--- src/rtl/byte_rx_pkg.sv ---
package byte_rx_pkg;
  typedef struct packed {
    logic ackValid;
    logic clrIrq;
  } rxStrobe_t;
endpackage

--- src/rtl/byte_rx_dp.sv ---
module byte_rx_dp
  import byte_rx_pkg::*;
#(
  parameter int DATA_W = 8
) (
  input  logic              clk,
  input  logic              rstN,
  input  rxStrobe_t         strobe,
  input  logic [DATA_W-1:0] extData,
  input  logic              extValid,
  output logic              extReady,
  output logic              validFlag,
  output logic              irqPend,
  output logic [DATA_W-1:0] heldByte
);
  logic capture;

  assign extReady = ~validFlag;
  assign capture  = extValid & ~validFlag;

  always_ff @(posedge clk or negedge rstN) begin
    if (!rstN) begin
      validFlag <= 1'b0;
      irqPend   <= 1'b0;
      heldByte  <= '0;
    end else begin
      if (capture) begin
        validFlag <= 1'b1;
        heldByte  <= extData;
      end else if (strobe.ackValid) begin
        validFlag <= 1'b0;
      end
      if (capture) irqPend <= 1'b1;
      else if (strobe.clrIrq) irqPend <= 1'b0;
    end
  end

  AST_CAPTURE_SETS_VALID: assert property (@(posedge clk) disable iff (!rstN)
    (extValid && extReady) |=> validFlag);
  AST_CAPTURE_SETS_IRQ: assert property (@(posedge clk) disable iff (!rstN)
    (extValid && extReady) |=> irqPend);
  AST_BYTE_HELD: assert property (@(posedge clk) disable iff (!rstN)
    validFlag |=> $stable(heldByte));
  AST_ACK_CLEARS: assert property (@(posedge clk) disable iff (!rstN)
    (strobe.ackValid && !(extValid && extReady)) |=> !validFlag);
  AST_IRQ_CLEARS: assert property (@(posedge clk) disable iff (!rstN)
    (strobe.clrIrq && !(extValid && extReady)) |=> !irqPend);
endmodule

--- src/rtl/byte_rx_ctrl.sv ---
module byte_rx_ctrl
  import byte_rx_pkg::*;
#(
  parameter int          BUS_W     = 32,
  parameter int          DATA_W    = 8,
  parameter logic [31:0] CTRL_ADDR = 32'h0000_07D0,
  parameter logic [31:0] DATA_ADDR = 32'h0000_07D4
) (
  input  logic              clk,
  input  logic              rstN,
  input  logic              busReq,
  output logic              busGnt,
  input  logic [BUS_W-1:0]  busAddr,
  input  logic              busWe,
  input  logic [BUS_W-1:0]  busWdata,
  output logic              busRvalid,
  output logic [BUS_W-1:0]  busRdata,
  output logic              busErr,
  input  logic              validFlag,
  input  logic              irqPend,
  input  logic [DATA_W-1:0] heldByte,
  output rxStrobe_t         strobe
);
  localparam int PAD_CTRL = BUS_W - 2;
  localparam int PAD_DATA = BUS_W - DATA_W;

  logic             hitCtrl, hitData, ctrlWrite;
  logic [BUS_W-1:0] readMux;
  logic             unusedWdata;

  assign busGnt      = busReq;
  assign hitCtrl     = (busAddr == BUS_W'(CTRL_ADDR));
  assign hitData     = (busAddr == BUS_W'(DATA_ADDR));
  assign ctrlWrite   = busReq & busWe & hitCtrl;
  assign unusedWdata = ^busWdata[BUS_W-1:2];

  always_comb begin
    strobe.ackValid = ctrlWrite & busWdata[0];
    strobe.clrIrq   = ctrlWrite & busWdata[1];
    if (hitCtrl)      readMux = {{PAD_CTRL{1'b0}}, irqPend, validFlag};
    else if (hitData) readMux = {{PAD_DATA{1'b0}}, heldByte};
    else              readMux = '0;
  end

  always_ff @(posedge clk or negedge rstN) begin
    if (!rstN) begin
      busRvalid <= 1'b0;
      busErr    <= 1'b0;
      busRdata  <= '0;
    end else begin
      busRvalid <= busReq;
      busErr    <= busReq & ~(hitCtrl | hitData);
      busRdata  <= (busReq & ~busWe) ? readMux : '0;
    end
  end

  AST_ONE_RESPONSE: assert property (@(posedge clk) disable iff (!rstN)
    busReq |=> busRvalid);
  AST_NO_SPURIOUS_RESPONSE: assert property (@(posedge clk) disable iff (!rstN)
    !busReq |=> !busRvalid);
  AST_ERR_IN_RESPONSE: assert property (@(posedge clk) disable iff (!rstN)
    busErr |-> busRvalid);
  AST_ERR_NO_DATA: assert property (@(posedge clk) disable iff (!rstN)
    busErr |-> (busRdata == '0));
endmodule

--- src/rtl/byte_rx_port.sv ---
module byte_rx_port
  import byte_rx_pkg::*;
#(
  parameter int          BUS_W     = 32,
  parameter int          DATA_W    = 8,
  parameter logic [31:0] CTRL_ADDR = 32'h0000_07D0,
  parameter logic [31:0] DATA_ADDR = 32'h0000_07D4
) (
  input  logic              clk,
  input  logic              rstN,
  input  logic              busReq,
  output logic              busGnt,
  input  logic [BUS_W-1:0]  busAddr,
  input  logic              busWe,
  input  logic [BUS_W-1:0]  busWdata,
  output logic              busRvalid,
  output logic [BUS_W-1:0]  busRdata,
  output logic              busErr,
  input  logic [DATA_W-1:0] extData,
  input  logic              extValid,
  output logic              extReady,
  output logic              irqOut
);
  rxStrobe_t         strobe;
  logic              validFlag, irqPend;
  logic [DATA_W-1:0] heldByte;

  byte_rx_ctrl #(
    .BUS_W(BUS_W), .DATA_W(DATA_W), .CTRL_ADDR(CTRL_ADDR), .DATA_ADDR(DATA_ADDR)
  ) u_ctrl (
    .clk(clk), .rstN(rstN), .busReq(busReq), .busGnt(busGnt), .busAddr(busAddr),
    .busWe(busWe), .busWdata(busWdata), .busRvalid(busRvalid), .busRdata(busRdata),
    .busErr(busErr), .validFlag(validFlag), .irqPend(irqPend), .heldByte(heldByte),
    .strobe(strobe)
  );

  byte_rx_dp #(.DATA_W(DATA_W)) u_dp (
    .clk(clk), .rstN(rstN), .strobe(strobe), .extData(extData), .extValid(extValid),
    .extReady(extReady), .validFlag(validFlag), .irqPend(irqPend), .heldByte(heldByte)
  );

  assign irqOut = irqPend;

  AST_IRQ_AFTER_CAPTURE: assert property (@(posedge clk) disable iff (!rstN)
    (extValid && extReady) |=> irqOut);
endmodule

--- config.mk ---
export PLATFORM = sky130hd
export DESIGN_NAME = byte_rx_port
export DESIGN_NICKNAME = d
export VERILOG_FILES = /design/src/rtl/byte_rx_pkg.sv /design/src/rtl/byte_rx_dp.sv /design/src/rtl/byte_rx_ctrl.sv /design/src/rtl/byte_rx_port.sv
export SDC_FILE = /design/constraint.sdc
export NUM_CORES = 1
export LEC_CHECK = 0
export ABC_AREA = 1
export BUFFER_PORTS_ARGS = -buffer_cell sky130_fd_sc_hd__buf_2
export CORE_MARGIN = 5
export CORE_UTILIZATION = 36
export CTS_BUF_LIST = sky130_fd_sc_hd__clkbuf_4 sky130_fd_sc_hd__clkbuf_8
export DETAILED_ROUTE_END_ITERATION = 10
export HOLD_SLACK_MARGIN = 0.15
export PLACE_DENSITY = 0.91
export RECOVER_POWER = 100
export SLEW_MARGIN = 0
export SYNTH_ARGS = -nofsm -noshare
export SYNTH_HDL_FRONTEND = slang
export SYNTH_SLANG_ARGS = --single-unit
--- constraint.sdc ---
create_clock -name clk -period 1.3 [get_ports clk]
set_input_delay 0.13 -clock clk [delete_from_list [all_inputs] [get_ports clk]]
set_output_delay 0.13 -clock clk [all_outputs]
set_load 0.005 [all_outputs]
# Yosys cells after proc, flatten, opt, wreduce, memory -nomap -nowiden
# Cells that the tools add are included.
# op_classes
n_bitwise,11
mux,7
n_eq_ne,2
n_reduce_logical,2
# ops
op,n
$eq A32 B11 Y1 const B,2
$mux W32,1
$mux W8,2
$and A1 B1 Y1,7
$mux W1,4
$reduce_bool A2 Y1,2
$not A1 Y1,3
$or A1 B1 Y1,1
# totals
regBits,44
out_inout_bits,37
inputBits,77
elab_cells,28

# Longest topological paths before layout
# Gate-level depths: netlist (run 1).
# logic_depth
ltp_word,5
ltp_mapped,9
ltp_nobuf,9

# Modules after synthesis
# A second synthesis (run 1) with hierarchy kept.
# hier_totals
cells_unflattened,159
hier_area_um2,1199.9
# modules_own_cells
module,instances,seq_area_each_um2,cells_each,area_per_inst_um2
byte_rx_ctrl,1,250.2,118,794.5
byte_rx_dp,1,250.2,41,405.4

# Worst setup path before layout (run 1)
# Ideal clock, no wire load.
# synth_timing
kind,register to register
start,register u_dp.validFlag
end,register u_dp.heldByte[0]
period_less_slack_ps,1010
arrival_ps,885
t_required_ps,1175
setup_ps,125
stages_incl_launch_ff,4
setup_slack_ps,290
n_path_buf,0
cell_sequence,dfrtp_1 -> inv_1 -> nand2_2 -> mux2_2
# synth_via
elab_chain_cells,2
# synth_lines
item,line_no,source
from (decl),byte_rx_dp.sv:12,"output logic validFlag,"
from (signal assigned),byte_rx_dp.sv:23,validFlag <= 1'b0;
from (signal assigned),byte_rx_dp.sv:28,validFlag <= 1'b1;
from (signal assigned),byte_rx_dp.sv:31,validFlag <= 1'b0;
$not A1 Y1,--,
net extReady,byte_rx_port.sv:21,"output logic extReady,"
$and A1 B1 Y1,byte_rx_dp.sv:19,assign capture = extValid & ~validFlag;
to (signal assigned),byte_rx_dp.sv:29,heldByte <= extData;
to (decl),byte_rx_dp.sv:14,output logic [DATA_W-1:0] heldByte
# The timed path passes the listed nets, and every way through them passes these cells.
# A chain may end at the register's enable or synchronous reset.

# Worst setup path after layout (run 1)
# layout_timing
start,input port busReq
end,output port busGnt
# layout_rtl
item,line_no,source
from (decl),byte_rx_port.sv:11,"input logic busReq,"
to (decl),byte_rx_port.sv:12,"output logic busGnt,"
# No word-level cell between the ends.

==> impl_metrics.tcl, run 1 <==
set metrics [dict create \
    slowest_stage "sky130_fd_sc_hd__dlygate4sd3_1" \
    crit_type "primary input to primary output" \
    post_layout_nonfiller_instances 238 \
    grt_start_max_net_pins 21 \
    synth_cell_type_count 14 \
    power_leakage_nw 0.817 \
    tmin_final_ns 1.09 \
    fin_area_sq_mm 0.00152 \
    fp.dieArea_sq_mm 0.00430 \
    grt-busiest-layer "met2" \
    worstPathArrival_ns 0.96 \
    drt_wl_cell_um 10.8 \
    cts_hold_buf 13 \
    overflow 0 \
    finalSetupViolations 0 \
    max_cap_violations 0 \
    ffs_latches_synth 20 \
    die_height_um 65.6 \
    antenna_found_initial 0 \
    cts.htree.levels 1 \
    global_route_wire_length_before_repair_um 3800 \
    critical_path.reg2reg.startpoint "u_dp.validFlag" \
    final_layout_size_suffix_gt1_frac 0.356 \
    post-place-cells 221 \
    tritoncts_clock_tree "done" \
    remaining_drc_errors 0 \
    clk_latency_ns 0.31 \
    master_cell_of_the_clock_root_buffer "sky130_fd_sc_hd__clkbuf_4" \
    synth_seq_area_share 0.450 \
    number_of_instances_in_the_synthesized_netlist 131 \
    postSynthAreaPerCell_sq_um 8.48 \
    hold_ws_ns 0.186 \
    postRouteWirelength_um 2580 \
    finalSetupTns_ns 0 \
    ant_nets 0 \
    status "complete, no violations" \
    route.detailed.vias_per_inst 4.00 \
    design.portCount 114 \
    critPathMaxStageDelay_ns 0.52 \
    synthesis.area_sq_mm 0.00111 \
    clk_path_buf_depth 2 \
    worst_clock_skew_ns 0.0105 \
    io_buffers 59 \
    synth_warnings 0 \
    diodes 0 \
    synth_top_area_share 0.450 \
    hp-start "extValid" \
    detail_route.iter0.violations 24 \
    num-nets-final 283 \
    firstDrtPassIters 4 \
    core_area_sq_mm 0.00300 \
    dr_total_vias 951 \
    critical-path-top-delay-family "buffers and inverters" \
    cts_made_buffers 3 \
    globalRouteTotalUtil 0.114 \
    fin_crit_share 0.842 \
    layout.cells.most_common "sky130_fd_sc_hd__buf_2" \
    clkSlewWorstSetupHoldPaths_ns 0.10 \
    fmax_mhz 914 \
    crit_end_element "primary output" \
    slew_violations 0 \
    power_mw 1.56 \
    power.density_cell_area_mw_per_mm2 1030 \
    worstPathMaxFanout 4 \
    synth_area_leaders "sky130_fd_sc_hd__dfrtp_1 45%, sky130_fd_sc_hd__buf_4 17%, sky130_fd_sc_hd__nand2_1 9.1%, sky130_fd_sc_hd__nor2_1 9.1%, sky130_fd_sc_hd__mux2_2 8.1%" \
    first_global_vias 922 \
    layout.cells.most_common_list "52 x sky130_fd_sc_hd__buf_2, 28 x sky130_fd_sc_hd__nand2_1, 27 x sky130_fd_sc_hd__nor2_1" \
    setup.worst_path.start "busReq" \
    critical_path_required_ns 1.17 \
    irDropWorstVdd_uv 353 \
    place_area_sq_mm 0.00135 \
    rsz_0062_raised_after_global_routing "no" \
    area.growth.synth_to_final_pct 36.5 \
    rows 20 \
    hold_viol 0 \
    synthDominantAreaCellType "sky130_fd_sc_hd__dfrtp_1" \
    initial_core_utilization 0.370 \
    crit_chain "dlygate4sd3_1, clkbuf_1, clkbuf_2" \
    floorplan.die.width_um 65.6 \
    gp_routability_congestion 0.708 \
    globalRouteMet3Util 0.0154 \
    start_kind "primary input" \
    cts_repair_resize_count 0 \
    critPathBufInv 3 \
    holdCritPathClass "primary input to flop" \
    cts_setup_buffers 0 \
    cts.sinks 20 \
    detailed_placement_hpwl_um 2110 \
    gr-usage-met1 0.120 \
    groute.layer.met2.usage 0.220 \
]
## report_power, final
group / total (mW) / switching, mW / internal, mW
clock network: 0.506 / 0.194 / 0.312
logic: 0.279 / 0.117 / 0.162
registers: 0.777 / 0.0565 / 0.721
total: 1.56 / 0.367 / 1.19
## registers in the layout, indices dropped and copies added, names as in the netlist
name,count
u_ctrl.busRvalid,1
u_ctrl.busErr,1
u_dp.heldByte,8
u_dp.validFlag,1
u_ctrl.busRdata,8
u_dp.irqPend,1
## per-layer routing
metal / up-vias / wire length, um
met5: - / 0
met4: 0 / 30
met3: 2 / 148
met2: 30 / 1480
met1: 419 / 911
li1: 500 / -
## metrics by stage
stage | util | worst slack [ns]
3_5_place_dp | 0.448 | 0.115
5_1_grt | 0.505 | 0.122
6_report | 0.505 | 0.205
4_1_cts | 0.509 | 0.200
2_1_floorplan | - | 0.290
3_3_place_gp | 0.448 | 0.150
## logic make-up (layout without fill, tap and decap cells)
| kind of cell | after synthesis | after routing | synth area share |
|---|---|---|---|
| AOI/OAI and AO/OA | 2 | 2 | 0.0124 |
| buffers and inverters | 35 | 86 | 0.203 |
| DFF | 20 | 20 | 0.450 |
| muxes | 8 | 8 | 0.0811 |
| other | 1 | 24 | 0.00338 |
| and+or+nand+nor | 65 | 65 | 0.250 |
## Yosys cell counts
cell type                 count
sky130_fd_sc_hd__a21oi_1      1
sky130_fd_sc_hd__a21oi_2      1
sky130_fd_sc_hd__buf_4       25
sky130_fd_sc_hd__conb_1       1
sky130_fd_sc_hd__dfrtp_1     20
sky130_fd_sc_hd__inv_1       10
sky130_fd_sc_hd__mux2_2       8
sky130_fd_sc_hd__nand2_1     27
sky130_fd_sc_hd__nand2_2      4
sky130_fd_sc_hd__nand3_1      2
sky130_fd_sc_hd__nor2_1      27
sky130_fd_sc_hd__nor2_2       2
sky130_fd_sc_hd__nor2_4       2
sky130_fd_sc_hd__nor3_1       1
## cell type report
cell class / instances / area [sq um]
Clock inverter: 1 / 30.0
Timing Repair Buffer: 72 / 419
Clock buffer: 3 / 22.5
Sequential cell: 20 / 500
Tap cell: 33 / 41.3
Fill cell: 291 / 1490
Inverter: 10 / 37.5
Multi-Input combinational cell: 99 / 465
## path summary, 6_finish.rpt
kind | end | slack, ns | cells after the start
setup reg to reg | u_dp.heldByte[0] | 0.22 | 3
min in group asynchronous | u_ctrl.busRdata[7] | 0.29 | 2
max in group asynchronous | u_dp.irqPend | 0.69 | 2
setup / recovery | busGnt | 0.21 | 3
hold / removal | u_dp.irqPend | 0.19 | 3
hold reg to reg | u_dp.validFlag | 0.49 | 2
## tightest hold or removal path, stage by stage
cell and delay [ns]:
sky130_fd_sc_hd__buf_2 0.08, sky130_fd_sc_hd__nand2_2 0.14, sky130_fd_sc_hd__nand2_1 0.11
No activity file was read; power rests on OpenSTA's default activity.
==> inputs of run 2 (changes only) <==
--- a/config.mk
+++ b/config.mk
@@ -8,11 +8,11 @@
 export ABC_AREA = 1
 export BUFFER_PORTS_ARGS = -buffer_cell sky130_fd_sc_hd__buf_2
 export CORE_MARGIN = 5
-export CORE_UTILIZATION = 36
+export CORE_UTILIZATION = 33
 export CTS_BUF_LIST = sky130_fd_sc_hd__clkbuf_4 sky130_fd_sc_hd__clkbuf_8
 export DETAILED_ROUTE_END_ITERATION = 10
 export HOLD_SLACK_MARGIN = 0.15
-export PLACE_DENSITY = 0.91
+export PLACE_DENSITY = 0.88
 export RECOVER_POWER = 100
 export SLEW_MARGIN = 0
 export SYNTH_ARGS = -nofsm -noshare
==> constraint.sdc (replaced) <==
create_clock -name clk -period 0.9 [get_ports clk]
set_input_delay 0.09 -clock clk [delete_from_list [all_inputs] [get_ports clk]]
set_output_delay 0.09 -clock clk [all_outputs]
set_load 0.005 [all_outputs]
==> impl_metrics.tcl, run 2 (same netlist as run 1, synthesis figures left out) <==
set metrics [dict create \
    status "finished with violations" \
    violations_in_the_final_reports "negative setup slack" \
    crit_top_cell "sky130_fd_sc_hd__buf_6" \
    critical_path.reg2reg.startpoint "u_dp.validFlag" \
    power.sequential.fraction 0.487 \
    clock_power_share 0.316 \
    crit_chain "inv_2, buf_6, buf_6" \
    cell_internal_pwr_mw 1.76 \
    remaining_drc_errors 0 \
    clk_latency_ns 0.31 \
    holdCritPathClass "primary input to flop" \
    post_layout_nonfiller_instances 256 \
    crit_type "flop to primary output" \
    layout.cells.most_common_list "55 x sky130_fd_sc_hd__buf_2, 27 x sky130_fd_sc_hd__nand2_1, 24 x sky130_fd_sc_hd__conb_1" \
    finalSetupTns_ns -1.19 \
    first_global_vias 957 \
    master_cell_of_the_clock_root_buffer "sky130_fd_sc_hd__clkbuf_4" \
    gp_routability_congestion 0.726 \
    power.switching_fraction 0.231 \
    fin_crit_share 1.21 \
    final_critical_path_setup_slack_ns -0.185 \
    diodes 0 \
    clkSlewWorstSetupHoldPaths_ns 0.10 \
    power_leakage_nw 0.862 \
    area.growth.synth_to_final_pct 45.0 \
    tritoncts_clock_tree "done" \
    power.density_cell_area_mw_per_mm2 1420 \
    post-place-cells 236 \
    critPathMaxStageDelay_ns 0.42 \
    irDropWorstVdd_uv 669 \
    cts.sinks 20 \
    start_kind "flop" \
    global_route_wire_length_before_repair_um 4020 \
    detail_route.iter0.violations 23 \
    hold_viol 0 \
    pwr-share-comb 0.196 \
    antenna_found_initial 0 \
    drt_wl_cell_um 10.4 \
    design.portCount 114 \
    slowest_stage "sky130_fd_sc_hd__dfrtp_1" \
    crit_end_element "primary output" \
    rsz_0062_raised_after_global_routing "yes" \
    route.detailed.vias_per_inst 3.80 \
    hp-start "busReq" \
    biggestRegsByFlops "u_ctrl.busRdata: 8 flops, u_dp.heldByte: 8 flops" \
    ant_nets 0 \
    core_area_sq_mm 0.00331 \
    netSwitchingPower_uw 529 \
    finalSetupViolations 11 \
    die_height_um 68.0 \
    setup.worst_path.start "u_dp.validFlag" \
    hold_ws_ns 0.200 \
    cts.htree.levels 1 \
    initial_core_utilization 0.336 \
    num-nets-final 288 \
    rows 21 \
    max_cap_violations 0 \
    cts_made_buffers 3 \
    worst_clock_skew_ns 0.00765 \
    fp.dieArea_sq_mm 0.00463 \
    slew_violations 0 \
    tmin_final_ns 1.08 \
    worstPathMaxFanout 2 \
    firstDrtPassIters 4 \
    final_layout_size_suffix_gt1_frac 0.419 \
    critical_path_required_ns 0.81 \
    postRouteWirelength_um 2660 \
    floorplan.die.width_um 68.0 \
    layout.cells.most_common "sky130_fd_sc_hd__buf_2" \
    detailed_placement_hpwl_um 2070 \
    globalRouteTotalUtil 0.117 \
    fmax_mhz 922 \
    grt_start_max_net_pins 21 \
    dr_total_vias 973 \
    overflow 0 \
    io_buffers 59 \
    clk_path_buf_depth 2 \
    worstPathArrival_ns 0.99 \
]
## run 2: final timing paths
kind / to / slack [ns] / cells past startpoint
setup / recovery: extReady / -0.18 / 3
hold / removal: u_dp.validFlag / 0.20 / 6
setup reg to reg: u_dp.heldByte[1] / -0.13 / 3
hold reg to reg: u_ctrl.busRdata[6] / 0.51 / 2
max in group asynchronous: u_dp.irqPend / 0.33 / 2
min in group asynchronous: u_dp.heldByte[7] / 0.25 / 2
## run 2: stage by stage
| step | cell area (sq um) | total power [mW] | setup slack, ns | util |
|---|---|---|---|---|
| 3_3_place_gp | 1400 | 1.48 | -0.173 | 0.421 |
| 2_1_floorplan | 1210 | 1.40 | -0.0498 | - |
| 5_1_grt | 1610 | 2.39 | -0.214 | 0.487 |
| 3_5_place_dp | 1400 | 1.51 | -0.214 | 0.421 |
| 6_report | 1610 | 2.29 | -0.185 | 0.487 |
| 4_1_cts | 1600 | 2.28 | -0.173 | 0.482 |
## run 2: critical path, delay by kind of cell, from the launching register on
kind | cells | cell delay (ns)
flops | 1 | 0.42
buf+inv | 3 | 0.27
## run 2: timing repair
item / CTS / global route
hold endpoints to repair: 40 / 1
setup buffers: 1 / 2
setup endpoints to repair: 13 / 30
resized for setup: 2 / 2
pin swaps: 0 / 2
hold buffers: 13 / 1
## run 2: final cells by class
| type | count | area, sq um |
|---|---|---|
| clock buffers | 3 | 22.5 |
| clock inverters | 1 | 30.0 |
| fillers | 323 | 1700 |
| inverters | 10 | 37.5 |
| multi-input cells | 99 | 487 |
| flip-flops and latches | 20 | 500 |
| well taps | 46 | 57.6 |
| repair buffers | 77 | 477 |
## run 2: power groups by stage
stage | logic (mW) | registers [mW] | clock network (mW)
final | 0.450 | 1.12 | 0.724
after global routing | 0.506 | 1.13 | 0.760
after CTS | 0.433 | 1.12 | 0.729
after detailed placement | 0.374 | 1.13 | 0
after global placement | 0.356 | 1.13 | 0
after floorplan | 0.282 | 1.11 | 0
## run 2: per-layer routing
layer | wire length [um] | vias up | GRT usage
met5 | 0 | - | 0
met1 | 929 | 432 | 0.121
li1 | - | 510 | -
met2 | 1510 | 29 | 0.219
met4 | 26 | 0 | 0.0596
met3 | 195 | 2 | 0.0246
